### src/rtl/stream_deser_pkg.sv
package stream_deser_pkg;

   // Width of a counter that must hold values 0 .. n-1, never below one bit.
   function automatic int cnt_width(input int n);
      int w;
      w = (n <= 1) ? 1 : $clog2(n);
      return w;
   endfunction

endpackage

### src/rtl/sdz_ctrl.sv
module sdz_ctrl #(
   parameter int RATIO     = 4,
   parameter int IDLE      = 1,
   parameter bit USE_START = 1'b1,
   parameter bit USE_VALID = 1'b1,
   localparam int CNT_W    = stream_deser_pkg::cnt_width(RATIO),
   localparam int IDLE_W   = stream_deser_pkg::cnt_width(IDLE + 1)
) (
   input  logic             clk,
   input  logic             rst,
   input  logic             in_vld,
   input  logic             in_start,
   output logic             wr_en,
   output logic [CNT_W-1:0] wr_idx,
   output logic             done
);

   localparam logic [CNT_W-1:0] LAST_IDX = CNT_W'(RATIO - 1);

   logic              smp_ok;
   logic              open_ok;
   logic              skip_act;
   logic              begin_grp;
   logic              cont_grp;
   logic              busy_q;
   logic [CNT_W-1:0]  cnt_q;
   logic [IDLE_W-1:0] idle_q;

   initial begin
      assert (RATIO >= 1) else $error("sdz_ctrl: RATIO must be at least 1");
      assert (IDLE >= 0)  else $error("sdz_ctrl: IDLE must not be negative");
   end

   // Sample qualifier variant
   generate
      if (USE_VALID) begin : g_vld_gate
         assign smp_ok = in_vld;
      end else begin : g_vld_free
         logic unused_vld;
         assign unused_vld = in_vld;
         assign smp_ok     = 1'b1;
      end
   endgenerate

   // Group-open rule variant
   generate
      if (USE_START) begin : g_start_gate
         assign open_ok = in_start;
      end else begin : g_start_free
         logic unused_start;
         assign unused_start = in_start;
         assign open_ok      = ~busy_q;
      end
   endgenerate

   always_comb begin
      skip_act  = (idle_q != '0);
      begin_grp = ~skip_act & smp_ok & open_ok;
      cont_grp  = ~skip_act & smp_ok & busy_q & ~begin_grp;
      wr_en     = begin_grp | cont_grp;
      wr_idx    = begin_grp ? '0 : cnt_q;
      done      = wr_en & (wr_idx == LAST_IDX);
   end

   always_ff @(posedge clk) begin
      if (rst) begin
         cnt_q  <= '0;
         busy_q <= 1'b0;
      end else if (done) begin
         cnt_q  <= '0;
         busy_q <= 1'b0;
      end else if (wr_en) begin
         cnt_q  <= wr_idx + CNT_W'(1);
         busy_q <= 1'b1;
      end
   end

   // Idle skipper variant
   generate
      if (IDLE > 0) begin : g_idle_cnt
         always_ff @(posedge clk) begin
            if (rst) begin
               idle_q <= '0;
            end else if (done) begin
               idle_q <= IDLE_W'(IDLE);
            end else if (skip_act && smp_ok) begin
               idle_q <= idle_q - IDLE_W'(1);
            end
         end

         AST_IDLE_LOADED: assert property (@(posedge clk) disable iff (rst)
            done |=> (idle_q == IDLE_W'(IDLE)))
            else $error("idle count not loaded after group");
      end else begin : g_idle_none
         assign idle_q = '0;
      end
   endgenerate

   AST_CNT_RANGE: assert property (@(posedge clk) disable iff (rst)
      cnt_q <= LAST_IDX)
      else $error("element counter beyond group");

   AST_IDLE_NOT_BUSY: assert property (@(posedge clk) disable iff (rst)
      (idle_q != '0) |-> !busy_q)
      else $error("group open while skipping idle samples");

   AST_CNT_ZERO_IDLE: assert property (@(posedge clk) disable iff (rst)
      !busy_q |-> (cnt_q == '0))
      else $error("stale count with no open group");

   AST_DONE_CLOSES: assert property (@(posedge clk) disable iff (rst)
      done |=> !busy_q)
      else $error("group still open after completion");

endmodule

### src/rtl/sdz_gather.sv
module sdz_gather #(
   parameter int ELEM_W  = 8,
   parameter int RATIO   = 4,
   localparam int CNT_W  = stream_deser_pkg::cnt_width(RATIO),
   localparam int VEC_W  = RATIO * ELEM_W
) (
   input  logic              clk,
   input  logic              rst,
   input  logic              wr_en,
   input  logic [CNT_W-1:0]  wr_idx,
   input  logic [ELEM_W-1:0] din,
   output logic [VEC_W-1:0]  full_vec
);

   initial begin
      assert (ELEM_W >= 1) else $error("sdz_gather: ELEM_W must be at least 1");
   end

   generate
      if (RATIO > 1) begin : g_lanes
         // Lanes 0..RATIO-2 are stored; the top lane is taken straight from din
         for (genvar i = 0; i < RATIO - 1; i++) begin : g_lane
            logic [ELEM_W-1:0] lane_q;
            always_ff @(posedge clk) begin
               if (rst) begin
                  lane_q <= '0;
               end else if (wr_en && (wr_idx == CNT_W'(i))) begin
                  lane_q <= din;
               end
            end
            assign full_vec[i*ELEM_W +: ELEM_W] = lane_q;
         end
         assign full_vec[(RATIO-1)*ELEM_W +: ELEM_W] = din;
      end else begin : g_single
         logic unused_ctl;
         assign unused_ctl = clk ^ rst ^ wr_en ^ (^wr_idx);
         assign full_vec   = din;
      end
   endgenerate

endmodule

### src/rtl/sdz_outreg.sv
module sdz_outreg #(
   parameter int              WIDTH    = 32,
   parameter logic [WIDTH-1:0] INIT_VAL = '0
) (
   input  logic             clk,
   input  logic             rst,
   input  logic             load,
   input  logic [WIDTH-1:0] din,
   output logic [WIDTH-1:0] q,
   output logic             q_vld
);

   always_ff @(posedge clk) begin
      if (rst) begin
         q     <= INIT_VAL;
         q_vld <= 1'b0;
      end else begin
         q_vld <= load;
         if (load) begin
            q <= din;
         end
      end
   end

   AST_HOLD_NO_VLD: assert property (@(posedge clk) disable iff (rst)
      !q_vld |-> $stable(q))
      else $error("output vector moved without valid");

endmodule

### src/rtl/stream_deser.sv
module stream_deser #(
   parameter int ELEM_W    = 8,
   parameter int RATIO     = 4,
   parameter int IDLE      = 1,
   parameter bit USE_START = 1'b1,
   parameter bit USE_VALID = 1'b1,
   parameter logic [RATIO*ELEM_W-1:0] INIT_VAL = '0
) (
   input  logic                    clk,
   input  logic                    rst,
   input  logic [ELEM_W-1:0]       in_elem,
   input  logic                    in_vld,
   input  logic                    in_start,
   output logic [RATIO*ELEM_W-1:0] out_vec,
   output logic                    out_vld
);

   localparam int VEC_W = RATIO * ELEM_W;
   localparam int CNT_W = stream_deser_pkg::cnt_width(RATIO);

   logic             wr_en;
   logic [CNT_W-1:0] wr_idx;
   logic             done;
   logic [VEC_W-1:0] full_vec;

   sdz_ctrl #(
      .RATIO     (RATIO),
      .IDLE      (IDLE),
      .USE_START (USE_START),
      .USE_VALID (USE_VALID)
   ) ctrl_i (
      .clk      (clk),
      .rst      (rst),
      .in_vld   (in_vld),
      .in_start (in_start),
      .wr_en    (wr_en),
      .wr_idx   (wr_idx),
      .done     (done)
   );

   sdz_gather #(
      .ELEM_W (ELEM_W),
      .RATIO  (RATIO)
   ) gather_i (
      .clk      (clk),
      .rst      (rst),
      .wr_en    (wr_en),
      .wr_idx   (wr_idx),
      .din      (in_elem),
      .full_vec (full_vec)
   );

   sdz_outreg #(
      .WIDTH    (VEC_W),
      .INIT_VAL (INIT_VAL)
   ) outreg_i (
      .clk   (clk),
      .rst   (rst),
      .load  (done),
      .din   (full_vec),
      .q     (out_vec),
      .q_vld (out_vld)
   );

   AST_VLD_AFTER_WRITE: assert property (@(posedge clk) disable iff (rst)
      out_vld |-> $past(wr_en))
      else $error("valid pulse without a captured element");

   AST_VLD_LAST_LANE: assert property (@(posedge clk) disable iff (rst)
      out_vld |-> ($past(wr_idx) == CNT_W'(RATIO - 1)))
      else $error("valid pulse before group was full");

endmodule

### config.mk
export PLATFORM = sky130hd
export DESIGN_NAME = stream_deser
export DESIGN_NICKNAME = d
export VERILOG_FILES = /design/src/rtl/stream_deser_pkg.sv /design/src/rtl/sdz_ctrl.sv /design/src/rtl/sdz_gather.sv /design/src/rtl/sdz_outreg.sv /design/src/rtl/stream_deser.sv
export SDC_FILE = /design/constraint.sdc
export NUM_CORES = 1
export LEC_CHECK = 0
export BUFFER_PORTS_ARGS = -buffer_cell sky130_fd_sc_hd__buf_2
export CORE_MARGIN = 1
export CORE_UTILIZATION = 54
export CTS_CLUSTER_DIAMETER = 120
export DETAILED_ROUTE_END_ITERATION = 6
export PLACE_DENSITY = 0.78
export SLEW_MARGIN = 20
export SYNTH_ARGS = -nofsm -noshare
export SYNTH_HDL_FRONTEND = slang
export SYNTH_SLANG_ARGS = --single-unit
### constraint.sdc
create_clock -name clk -period 2.2 [get_ports clk]
set_input_delay 0 -clock clk [delete_from_list [all_inputs] [get_ports clk]]
set_output_delay 0 -clock clk [all_outputs]
set_load 0.1 [all_outputs]
Word level (Yosys, flattened, before mapping)
Cells that the tools add are included.
{ "op_classes": {"mul": 0, "muxes": 3, "n_reduce_logical": 7, "n_bitwise": 8, "shifts": 0, "n_addsub": 2, "n_div": 0, "magnitude_cmp": 0, "n_eq_ne": 3} }
{ "ops": {"columns": ["operator", "n"], "rows": [
  ["$and 1x1->1", 5],
  ["$eq 2x2->1 const B", 2],
  ["$logic_and 1x1->1", 4],
  ["$add 2x1->2 const B", 1],
  ["$eq 2x1->1 const B", 1],
  ["$logic_not 2->1", 1],
  ["$mux 1", 2],
  ["$mux 2", 1],
  ["$not 1->1", 2],
  ["$reduce_bool 2->1", 1],
  ["$reduce_or 2->1", 1],
  ["$or 1x1->1", 1],
  ["$sub 1x1->1 const B", 1]
]} }
{ "word_totals": {"mem_count": 0, "rom_bits": 0, "out_inout_bits": 33, "latch_bits": 0, "reg_bits": 61, "mem_bits_rw": 0, "word_cells": 31} }

Logic depth before layout (Yosys ltp)
Gate-level depths: netlist of run 1.
{ "depth": {"depth_word": 8, "ltp_mapped": 7} }

Modules after synthesis
A second synthesis of run 1 with hierarchy kept.
{ "hier_totals": {"hier_cells": 231, "hier_area_um2": 2484.9} }
{ "by_module_without_submodules": {"columns": ["module", "seq_area_each_um2", "cells_each", "area_each_um2", "n_inst"], "rows": [
  ["sdz_outreg", 660.6, 106, 1202.4, 1],
  ["sdz_gather", 480.5, 99, 1059.8, 1],
  ["sdz_ctrl", 80.1, 26, 222.7, 1]
]} }

Worst setup path after synthesis of run 1
OpenSTA, ideal clock, no wires.
{ "synth_path": {"path_type": "flip-flop to flip-flop", "from": "register ctrl_i.idle_q", "to": "register outreg_i.q[16]", "arrival_ns": 1.524, "required_ns": 2.079, "period_less_slack_ns": 1.645, "setup_time_ns": 0.121, "path_stages_with_launch": 8, "slack_ns": 0.555, "cell_sequence": "dfxtp_1 nand2b_4 buf_6 or4b_1 clkbuf_1 buf_6 buf_6 mux2i_1"} }
{ "synth_via": {"elab_chain_len": 7} }
{ "synth_rtl": {"columns": ["element", "line", "rtl"], "rows": [
  ["from (decl)", "sdz_ctrl.sv:27", "logic [IDLE_W-1:0] idle_q;"],
  ["from (signal assigned)", "sdz_ctrl.sv:85", "idle_q <= IDLE_W'(IDLE);"],
  ["from (signal assigned)", "sdz_ctrl.sv:87", "idle_q <= idle_q - IDLE_W'(1);"],
  ["$not 1->1 *", "sdz_ctrl.sv:58, sdz_ctrl.sv:59", null],
  ["$and 1x1->1 *", "sdz_ctrl.sv:58, sdz_ctrl.sv:59", null],
  ["$and 1x1->1", "sdz_ctrl.sv:58", "begin_grp = ~skip_act & smp_ok & open_ok;"],
  ["$not 1->1", "sdz_ctrl.sv:59", "cont_grp = ~skip_act & smp_ok & busy_q & ~begin_grp;"],
  ["$and 1x1->1", "sdz_ctrl.sv:59", null],
  ["$or 1x1->1", "sdz_ctrl.sv:60", "wr_en = begin_grp | cont_grp;"],
  ["$and 1x1->1 *", "sdz_ctrl.sv:62", "done = wr_en & (wr_idx == LAST_IDX);"],
  ["to (signal assigned)", "sdz_outreg.sv:20", "q <= din;"],
  ["to (decl)", "sdz_outreg.sv:9", "output logic [WIDTH-1:0] q,"]
]} }
Every way passes the cells marked *; elsewhere a longest branch is shown, timed or not.
A chain may end at the register's enable or synchronous reset.

Worst setup path after layout of run 1
{ "layout_path": {"from": "register ctrl_i.idle_q", "to": "register outreg_i.q[10]"} }
The elaborated chain is that of the path after synthesis.

==> impl_summary.md, run 1 <==
Setup path
For this run, the slowest stage of the critical path takes 0.53 ns. The critical-path maximum fanout is 19. The required time of the critical path is 2.42 ns.

The kind of critical path is register to register. On the critical path, the stage with the largest delay is an instance of or4b_1. Data arrives at the worst endpoint at 1.93 ns.

The launching element type of the critical path is a register. The kind of end point of the critical path is a register. Traced cell by cell, the critical path runs through nand2b_4 -> or4b_1 -> buf_4 -> mux2i_1.

Yosys
The post-synthesis net count is 264. The post-synthesis cell type count is 25. The proportion of synthesized chip area in sequential cells is 49.22%. Counting flops and latches in the post-synthesis netlist gives 61. After synthesis, the cell types taking the most area are dfxtp_1, mux2i_1, nand2_1. The biggest area contributor in the post-synthesis netlist is dfxtp_1. The summed instance area of the synthesized netlist is 2481 µm². The share of the synthesized area in the top cell type is 49.22%. The mean area per synthesized cell is 9.846 µm².

The number of instances in the synthesized netlist is 252. The Yosys step of the flow raised 0 warnings.

Floorplanning
The total area inside the core boundary comes to 4384 µm². The floorplan die area is 4870 µm². The floorplan has 24 rows. The y dimension of the die is 69.79 µm.

The initial utilization of the core area, before any placement, comes to 56.59%. The overall die width is 69.79 µm. During I/O placement, the number of pins put on the boundary was 45.

Placement
Buffers placed on the I/O ports in this run total 44. The total placed cells including tap cells is 333. The placed wire-length estimate is 3309 µm. The cell area reported after detailed placement is 2716 µm². The congestion estimate from routability-driven global placement came to 0.7441.

Power
The net switching power figure is 0.5052 mW. The analysis attributes to cell leakage a power of 1.406 nW. The switching portion of total power is 23.10%. Across the VDD grid, the largest voltage drop is 0.6776 mV.

For this design the ratio of total power to cell area is 742.1 nW/µm². The internal portion of the total power is 1.682 mW. The share of power burned in the clock network is 42.8%. Combinational logic burns 5.6% of the power. The share of total power dissipated in sequential elements is 51.6%.

CTS
Clock latency on the worst-skew pair, taken at its later pin, is 0.34 ns. The maximum buffer depth of the clock tree is 2. TritonCTS built the clock tree.

The depth of the CTS H-tree is 3. The root buffer cell chosen for the clock tree is clkbuf_8. The TritonCTS sink count is 61. After clock tree synthesis, the clock-pin slew on the worst setup and hold paths is 0.06 ns. The total clock buffers created by CTS is 9. The number of gates resized after cts is 0.

Route
The final wirelength is 4929 µm. The total DRC errors in the routed layout is 0. The detailed-routing iteration count for the pre-antenna-repair pass is 4. The routed via count divided by cell count is 5.388.

The number of vias after detailed routing is 1902. In this run, the number of DRC markers left after iteration 0 of detailed routing was 130. The count of antenna-violating nets left after detailed routing is 0.

Dividing the detail-routed wire length by the instance count gives 13.96 µm.

Layout
The count of non-filler cells in the finished layout is 353. The signed area change from the synthesized netlist to the final layout is 18.76%. The antenna cell count is 0.

The final layout net count is 309. The post-route netlist has 23.26% of its cells at a drive strength greater than 1. Summing all non-filler instances in the final layout gives an area of 2947 µm².

Global route
Global routing used 21.81% of the available tracks across all layers. The number of antenna violations at the first check in global routing is 0. Global routing finished with a remaining overflow of 0.

The maximum number of pins on one net before global-route repair is 44. The first global-routing pass estimated 8231 µm of wire. The number of global-route vias before repair was 1762.

Job
Max-cap violations in this run came to 0.

STA
At the pin with the least slew margin, the transition time is 0.4857 ns. The normalized max-slew margin is 67.85%. The final number of setup-violating endpoints is 0. Setup repair after global routing left no endpoint under its margin. The final critical-path share of the clock period is 77.93%.

After routing, the total negative slack on setup checks comes to 0 ns. The maximum clock frequency is 583.3 MHz. The minimum clock period is 1.714 ns. The number of hold-slack violations in the final timing report is 0. Between clock sinks in the finished design, the worst skew comes to 0.003003 ns.

The final max-slew violation count came to 0.

Run status
The flow ran to the end, and the final reports show no timing, DRC or antenna violations.

Worst hold path
The type of the most critical hold path is input pin to register.
[critical path: cells and delay by family (launching register included)]
kind	cells	cell delay, ns
flip-flops	1	0.42
multiplexers	1	0.15
AND/OR/NAND/NOR	2	0.76
buffers and inverters	1	0.26
[worst paths after layout]
check / startpoint / endpoint / slack, ns / cells after the start
setup / recovery: ctrl_i.idle_q$_SDFFE_PP0P_ / outreg_i.q[10]$_SDFFE_PP0P_ / 0.49 / 4
hold / removal: in_elem[1] / gather_i.g_lanes.g_lane[1].lane_q[1]$_SDFFE_PP0P_ / 0.01 / 3
setup reg to reg: ctrl_i.idle_q$_SDFFE_PP0P_ / outreg_i.q[10]$_SDFFE_PP0P_ / 0.49 / 4
hold reg to reg: outreg_i.q[3]$_SDFFE_PP0P_ / outreg_i.q[3]$_SDFFE_PP0P_ / 0.45 / 2
[sequential cells by signal, indices dropped and copies added, names as in the netlist]
| name | count |
|---|---|
| outreg_i.q_vld | 1 |
| outreg_i.q | 32 |
| ctrl_i.idle_q | 1 |
| ctrl_i.busy_q | 1 |
| gather_i.g_lanes.g_lane.lane_q | 24 |
| ctrl_i.cnt_q | 2 |
[per-layer routing]
layer,track usage (%),vias to the layer above,wire length (µm)
met2,32.48,46,2258
met4,11.33,0,120
met1,28.23,879,2353
met5,0,-,0
met3,6.977,12,196
li1,-,965,-
[timing repair]
action	CTS	global route
setup buffers	0	0
hold buffers	5	0
hold endpoints to repair	9	0
[cells in the mapped netlist]
library cell	n
nor2b_1	1
or4b_1	1
o311ai_0	8
o21ai_0	1
buf_1	1
dfxtp_1	61
nor4_2	1
nor3b_1	1
nor4b_2	1
or2_2	1
clkbuf_1	18
nor3_1	3
inv_1	1
buf_2	1
nor2_1	1
or4_1	2
nand2b_4	1
nand2_1	66
nand2b_1	9
nor4bb_1	8
nor4_1	1
a2bb2oi_1	8
a21oi_1	5
buf_6	3
mux2i_1	48
[power by group through the flow]
stage | registers, mW | logic, mW | clock network (mW)
global route | 1.13 | 0.134 | 0.999
floorplan | 1.15 | 0.0866 | 0
detailed placement | 1.15 | 0.114 | 0
finish | 1.13 | 0.122 | 0.936
CTS | 1.13 | 0.121 | 0.944
global placement | 1.15 | 0.112 | 0
[placed cells by master, fill, tap and decap left out, drive strengths merged]
cell         count
bufinv           1
nand2           66
o21ai            1
dfxtp           61
nor4bb           8
buf             52
o311ai           8
clkbuf          10
dlygate4sd3      5
or4b             1
or2              1
a2bb2oi          8
nor4b            1
a21oi            5
clkinvlp         1
nand2b          10
nor4             2
inv              1
clkinv           3
nor3b            1
nor2             1
mux2i           48
or4              2
nor2b            1
nor3             3
[through the flow]
stage	total power, mW	hold WS (ns)	util (%)	setup slack (ns)
3_5_place_dp	1.267	0.3295	61.96	0.5126
3_3_place_gp	1.265	0.3391	61.96	0.5504
4_1_cts	2.194	0.01138	67.21	0.5001
6_report	2.187	0.01075	67.21	0.4855
2_1_floorplan	1.237	0.1827	-	0.5546
5_1_grt	2.264	0.01680	67.21	0.4164
[cell families after synthesis]
family	after synthesis	share of synthesized area (%)
simple gates	97	19.97
flops	61	49.22
mux	48	19.36
buf+inv	24	4.588
compound gates	22	6.858
[layout make-up]
type                            count  area (µm²)
Fill cell                         351        1438
Clock inverter                      5       52.55
Timing Repair Buffer               57       330.3
Inverter                            1       3.754
Multi-Input combinational cell    167        1146
Clock buffer                       10       127.6
Tap cell                           52       65.06
Sequential cell                    61        1221
(Power assumes the default switching activity.)
==> run 2, diff against run 1 <==
==> constraint.sdc (replaced) <==
create_clock -name clk -period 1.7 [get_ports clk]
set_input_delay 0 -clock clk [delete_from_list [all_inputs] [get_ports clk]]
set_output_delay 0 -clock clk [all_outputs]
set_load 0.1 [all_outputs]
==> run 2 against run 1 <==
Compared with the run above: cell area grew 1.4%; largest cell class unchanged; critical path depth unchanged; highest routed layer unchanged; combinational power grew 30%; sequential power rose by 29%; count of clock-buffer cells in the layout up 2; die area stayed put; clock skew increased by 0.0020 ns; first-iteration DRC count increased by 35%; worst hold slack worse by 0.0038 ns; sequential share of layout area down 0.59 points.
==> impl_summary.md, run 2 (synthesis results as in run 1) <==
Worst hold path
For hold timing, the worst endpoint is outreg_i.q[24]$_SDFFE_PP0P_. The origin of the worst min-delay path is in_elem[0]. The worst hold path passes through 3 cells. The type of the most critical hold path is input pin to register.

Route
After detailed routing, the number of remaining DRC violations is 0. Across all layers, the routed design uses 1934 vias. In this run the remaining antenna-violating nets after routing total 0. The detail-routed net length per standard cell is 14.37 µm. The final wirelength is 5074 µm. After the first detailed-routing iteration, the DRC count stood at 175. The routed via count divided by cell count is 5.479. The detailed-routing iteration count for the pre-antenna-repair pass is 4.

Global route
The remaining global-route overflow is 0. The number of global-route vias before repair was 1829. Global routing used 22.22% of the available tracks. The first global-routing pass estimated 8445 µm of wire.

Entering global routing, the biggest net connects 57 pins. The number of antenna violations at the first check in global routing is 0.

Layout
In the layout the commonest cells are nand2_1, dfxtp_1, mux2i_1, buf_2. Registers take 1221 µm². Leaving out fill and tap cells, the most frequent cell in the layout is nand2_1. For this run, the number of standard cells in the final layout without fillers is 353. The cell area after layout is 2989 µm². The footprint of the multi-input gates is 1146 µm².

The repair_antennas step left the layout with diodes totalling 0. The utilization of the core after routing is 68.18%. The signed area change from the synthesized netlist to the final layout is 20.47%. For this run, the post-layout net count is 309. The register with the most flip-flops in the layout has 32 of them. The final-layout fill cell count is 354.

In the final layout, the share of cells above drive strength 1 is 24.92%. The largest registers in the layout are outreg_i.q x32, gather_i.g_lanes.g_lane.lane_q x24, ctrl_i.cnt_q x2. Counting flops per register, the top entry is outreg_i.q.

Power
The static leakage is 1.432 nW. Power comes to 3.102 mW. VDD sags by at most 0.6432 mV.

Power spread over the standard cell area amounts to 1038 nW/µm².

CTS
The number of gates resized after cts is 0. The clock-pin slew reported for the worst setup and hold paths after clock tree synthesis is 0.07 ns. The later pin in the worst-skew pair is clocked with a latency of 0.34 ns. The clock passes through at most 2 buffers. The total clock buffers created by CTS is 9.

TritonCTS built the clock tree. The number of buffers inserted to repair setup after CTS is 0. The TritonCTS sink count is 61.

The root buffer cell chosen for the clock tree is clkbuf_8. The depth of the CTS H-tree is 3.

Floorplanning
The total I/O pin count is 45. The floorplan die area is 4870 µm². Measured along the x axis, the die boundary spans 69.79 µm. The die is 69.79 µm tall. The floorplan has 24 rows. The floorplan core area is 4384 µm². The initial cell density of the core is 56.59%.

Placement
The count of input and output buffers is 44. The placed instances occupy a cell area of 2746 µm². Detailed placement finished with a half-perimeter wire length of 3247 µm. The worst slack at placement is 0.1397 ns. The total placed cells including tap cells is 337. At the end of routability-driven placement, the weighted congestion stood at 0.7560.

Setup path
The cell at the slowest stage of the critical path is or4b_1. The kind of end point of the critical path is a register. The setup check on the worst reg-to-reg path leaves a slack of 0.12 ns. Counting both buffers and inverters, the worst setup path holds a total of 1. For the worst setup path, the data required time is 1.91 ns. The capture point of the worst reg-to-reg path is outreg_i.q[1]$_SDFFE_PP0P_.

The arrival time at the worst endpoint is 1.79 ns. For this run, the slowest stage of the critical path takes 0.50 ns. Walking the worst path, the cells encountered are nand2_1 -> or4b_1 -> buf_4 -> mux2i_1.

The category of cells accounting for the largest share of critical-path delay is simple AND/OR/NAND/NOR gates. The worst register-to-register path has a depth of 4. The launch instance of the worst register-to-register path is ctrl_i.cnt_q[1]$_SDFFE_PP0P_. The setup path with the least slack is of type register to register. The launching element type of the critical path is a register. The critical-path maximum fanout is 22.

Run status
The run finished with clean final reports.

STA
After layout, the minimum clock period comes to 1.584 ns. Headroom to the max-slew limit came out at 63.32%. The worst clock skew is 0.005044 ns. In the post-route analysis, the smallest setup slack over all paths is 0.1157 ns. Setup repair after global routing left no endpoint under its margin. Hold is met by 0.006903 ns. The maximum clock frequency is 631.2 MHz.

The final number of setup-violating endpoints is 0. The final max-slew violation count is 0. The slew of the pin with the lowest slew margin is 0.5501 ns. Setup total negative slack on the finished layout was measured at 0 ns.

The final critical-path share of the clock period is 93.20%. The number of hold-slack violations in the final timing report is 0.

Job
The number of violations of the max-capacitance limit is 0.
[run 2: cell count changes in the layout (fill, tap and decap cells not counted)]
cell	delta
clkinv_2	-3
bufinv_16	+1
buf_4	+4
clkbuf_8	+3
clkbuf_1	-1
dlygate4sd3_1	-4
[run 2: layout make-up]
type | count | share of cell area (%)
Multi-Input combinational cell | 167 | 38.34
Clock buffer | 12 | 5.525
Sequential cell | 61 | 40.85
Tap cell | 52 | 2.177
Inverter | 1 | 0.1256
Timing Repair Buffer | 57 | 10.72
Clock inverter | 3 | 2.260
[run 2: timing repair]
item,in CTS,in global routing
hold buffers,1,0
setup endpoints to repair,0,0
hold endpoints to repair,3,0
[run 2: worst max-delay path by stage]
stage | from | to | cells past startpoint
after floorplan | ctrl_i.idle_q$_SDFFE_PP0P_ | outreg_i.q[16]$_SDFFE_PP0P_ | 7
after global placement | ctrl_i.idle_q$_SDFFE_PP0P_ | outreg_i.q[12]$_SDFFE_PP0P_ | 4
after detailed placement | ctrl_i.cnt_q[1]$_SDFFE_PP0P_ | outreg_i.q[14]$_SDFFE_PP0P_ | 4
after CTS | ctrl_i.cnt_q[1]$_SDFFE_PP0P_ | outreg_i.q[14]$_SDFFE_PP0P_ | 4
after global routing | ctrl_i.cnt_q[1]$_SDFFE_PP0P_ | outreg_i.q[1]$_SDFFE_PP0P_ | 4
final | ctrl_i.cnt_q[1]$_SDFFE_PP0P_ | outreg_i.q[1]$_SDFFE_PP0P_ | 4
[run 2: worst reg2reg max path, delay by kind of cell (launching register included)]
kind / cells / cell delay (ns)
flops: 1 / 0.39
buf+inv: 1 / 0.27
mux: 1 / 0.17
simple gates: 2 / 0.63
[run 2: report_power, final]
part | internal (mW) | switching (mW)
clock network | 0.937 | 0.546
registers | 1.45 | 0.00942
logic | 0.0637 | 0.0949
total | 2.45 | 0.650
[run 2: routing by layer]
metal / global-route usage [%] / share of wire [%]
met1: 28.25 / 45
met2: 33.97 / 47
met3: 7.994 / 4.8
met4: 9.556 / 3.0
met5: 0 / 0
==> run 3, diff against run 2 <==
==> constraint.sdc (replaced) <==
create_clock -name clk -period 1.8 [get_ports clk]
set_input_delay 0 -clock clk [delete_from_list [all_inputs] [get_ports clk]]
set_output_delay 0 -clock clk [all_outputs]
set_load 0.1 [all_outputs]
==> run 3 against run 2 <==
Compared with the run above: sequential power down 5%; first-iteration DRC count down 32%; routed wire length down 2.6%; critical path depth unchanged; worst hold slack worse by 0.0045 ns; fmax down 3.5%; register-to-register slack better by 0.04 ns; utilization down 1.0 points; critical endpoint is now outreg_i.q[9]$_SDFFE_PP0P_; largest cell class unchanged; highest routed layer unchanged.
==> impl_summary.md, run 3 (synthesis results as in run 1) <==
CTS
The number of gates resized after cts is 0. The clock-pin slew reported for the worst setup and hold paths after clock tree synthesis is 0.08 ns. CTS placed an instance of clkbuf_8 at the clock tree root. Counting along the longest clock path gives a buffer depth of 2. The insertion delay of the later-clocked pin in the worst-skew pair is 0.34 ns. CTS built an H-tree with a depth of 3.

CTS saw 61 sinks. The total clock buffers created by CTS is 9. The clock tree from TritonCTS is done.

STA
The worst clock skew is 0.006959 ns. Timing would allow up to 609.4 MHz. The final max-slew violation count is 0. The minimum clock period is 1.641 ns.

The normalized max-slew margin is 63.95%. The number of hold-slack violations in the final timing report was 0. In the post-route analysis, the smallest setup slack over all paths is 0.1590 ns. In the final timing run, aggregate negative setup slack is 0 ns. Hold is met by 0.002442 ns. Setup repair after global routing left no endpoint under its margin.

The final critical-path share of the clock period is 91.16%. At the pin with the least slew margin, the transition time is 0.5408 ns. Setup violations remaining at the end of the flow were counted as 0.

Layout
The final layout contains 310 nets. Summing all non-filler instances in the final layout gives an area of 2944 µm². The final-layout fill cell count is 355.

The register with the most flip-flops in the layout has 32 of them. In the layout the commonest cells are nand2_1, dfxtp_1, mux2i_1, buf_2, buf_4. The fraction of layout cells with a size suffix above 1 is 24.75%. The largest registers in the layout are outreg_i.q x32, gather_i.g_lanes.g_lane.lane_q x24, ctrl_i.cnt_q x2. Relative to the synthesized area, the layout overhead comes to 18.66%.

The number of antenna diodes in the final layout is 0. The library cell used most frequently in the layout, excluding fill and tap cells, is nand2_1. The largest register by flop count is outreg_i.q.

Global route
The maximum number of pins on one net before global-route repair is 57. The first global-routing pass estimated 8273 µm of wire. Across every metal layer, demand over resource in global routing totals 21.75%.

The number of global-route vias before repair came to 1758. The number of antenna violations at the first check in global routing is 0. The remaining global-route overflow is 0.

Job
The number of violations of the max-capacitance limit is 0.

Route
In the routed layout, each cell is associated on average with a via count of 5.335. For this run, the detailed router's first-pass iteration total came to 4. The detail-routed net length per standard cell is 13.92 µm. The first-iteration detailed-routing DRC count is 119. The final wirelength is 4940 µm. After detailed routing, the number of remaining DRC violations is 0. The final route contains 1894 vias. In this run the remaining antenna-violating nets after routing total 0.

Setup path
The worst setup path is of the register to register kind. The kind of end point of the critical path is a register. For the worst setup path, the data arrival time is 1.85 ns. In this run the worst path has a maximum fanout of 24. STA classifies the critical path startpoint as a register. The required time of the critical path is 2.01 ns.

Power
In this run the power density over the cells is 880.4 nW/µm². For this design the static power due to leakage is 1.406 nW. The worst-case IR drop observed on VDD is 0.4986 mV.

Placement
The count of input and output buffers is 44. Summing all placed instances gives a cell area of 2739 µm². Timing analysis after detailed placement gives a worst setup slack of 0.1828 ns.

The congestion estimate from routability-driven global placement came to 0.7750. After legalization and detailed placement, the total HPWL measured 3271 µm.

Worst hold path
The type of the most critical hold path is input pin to register.

Floorplanning
The floorplan die area is 4870 µm². The total I/O pin count is 45. After floorplanning, the core was divided into 24 placement rows. The floorplan core area is 4384 µm². For this configuration, the core starts out at a cell density of 56.59%. The y dimension of the die is 69.79 µm. The overall die width is 69.79 µm.

Run status
The run finished with clean final reports.
[run 3: repair_timing]
action | 4_1_cts | 5_1_grt
hold endpoints to repair | 4 | 1
buffers inserted | 0 | 0
hold buffers | 2 | 1
[run 3: layer usage]
metal  up-vias  part of all wire, %  GRT usage [%]
met5         -                    0              0
met4         0                  2.1          11.33
met2        44                   47          33.23
met3        10                  3.8          4.797
li1        966                    -              -
met1       874                   47          28.76
[run 3: final cells by class]
cell class,instances,area [µm²],share of cell area (%)
multi-input cells,167,1146,38.93
repair buffers,58,332.8,11.30
inverters,1,3.754,0.1275
clock inverters,7,51.30,1.742
flip-flops and latches,61,1221,41.48
clock buffers,9,123.9,4.207
well taps,52,65.06,2.210
[run 3: through the flow]
| stage | instances | total power, mW | utilization (%) |
|---|---|---|---|
| after floorplan | 252 | 1.512 | - |
| after global placement | 336 | 1.550 | 62.47 |
| after detailed placement | 336 | 1.552 | 62.47 |
| after CTS | 354 | 2.618 | 66.92 |
| after global routing | 355 | 2.691 | 67.15 |
| final | 355 | 2.592 | 67.15 |
[run 3: where the power goes]
group / internal [mW] / switching [mW]
Combinational: 0.0612 / 0.0881
Clock: 0.502 / 0.561
Sequential: 1.37 / 0.00976
Total: 1.93 / 0.659
[run 3: worst paths after layout]
check,start,endpoint,slack (ns),cells past startpoint
setup / recovery,ctrl_i.busy_q$_SDFFE_PP0P_,outreg_i.q[9]$_SDFFE_PP0P_,0.16,4
hold reg to reg,outreg_i.q[2]$_SDFFE_PP0P_,outreg_i.q[2]$_SDFFE_PP0P_,0.46,2
setup reg to reg,ctrl_i.busy_q$_SDFFE_PP0P_,outreg_i.q[9]$_SDFFE_PP0P_,0.16,4
hold / removal,in_elem[2],gather_i.g_lanes.g_lane[1].lane_q[2]$_SDFFE_PP0P_,0.002,3
[run 3: critical path, cell delays in order, from the launching register on]
cell,delay [ns]
dfxtp_1,0.41
nand2_1,0.15
or4b_1,0.51
buf_4,0.28
mux2i_1,0.17
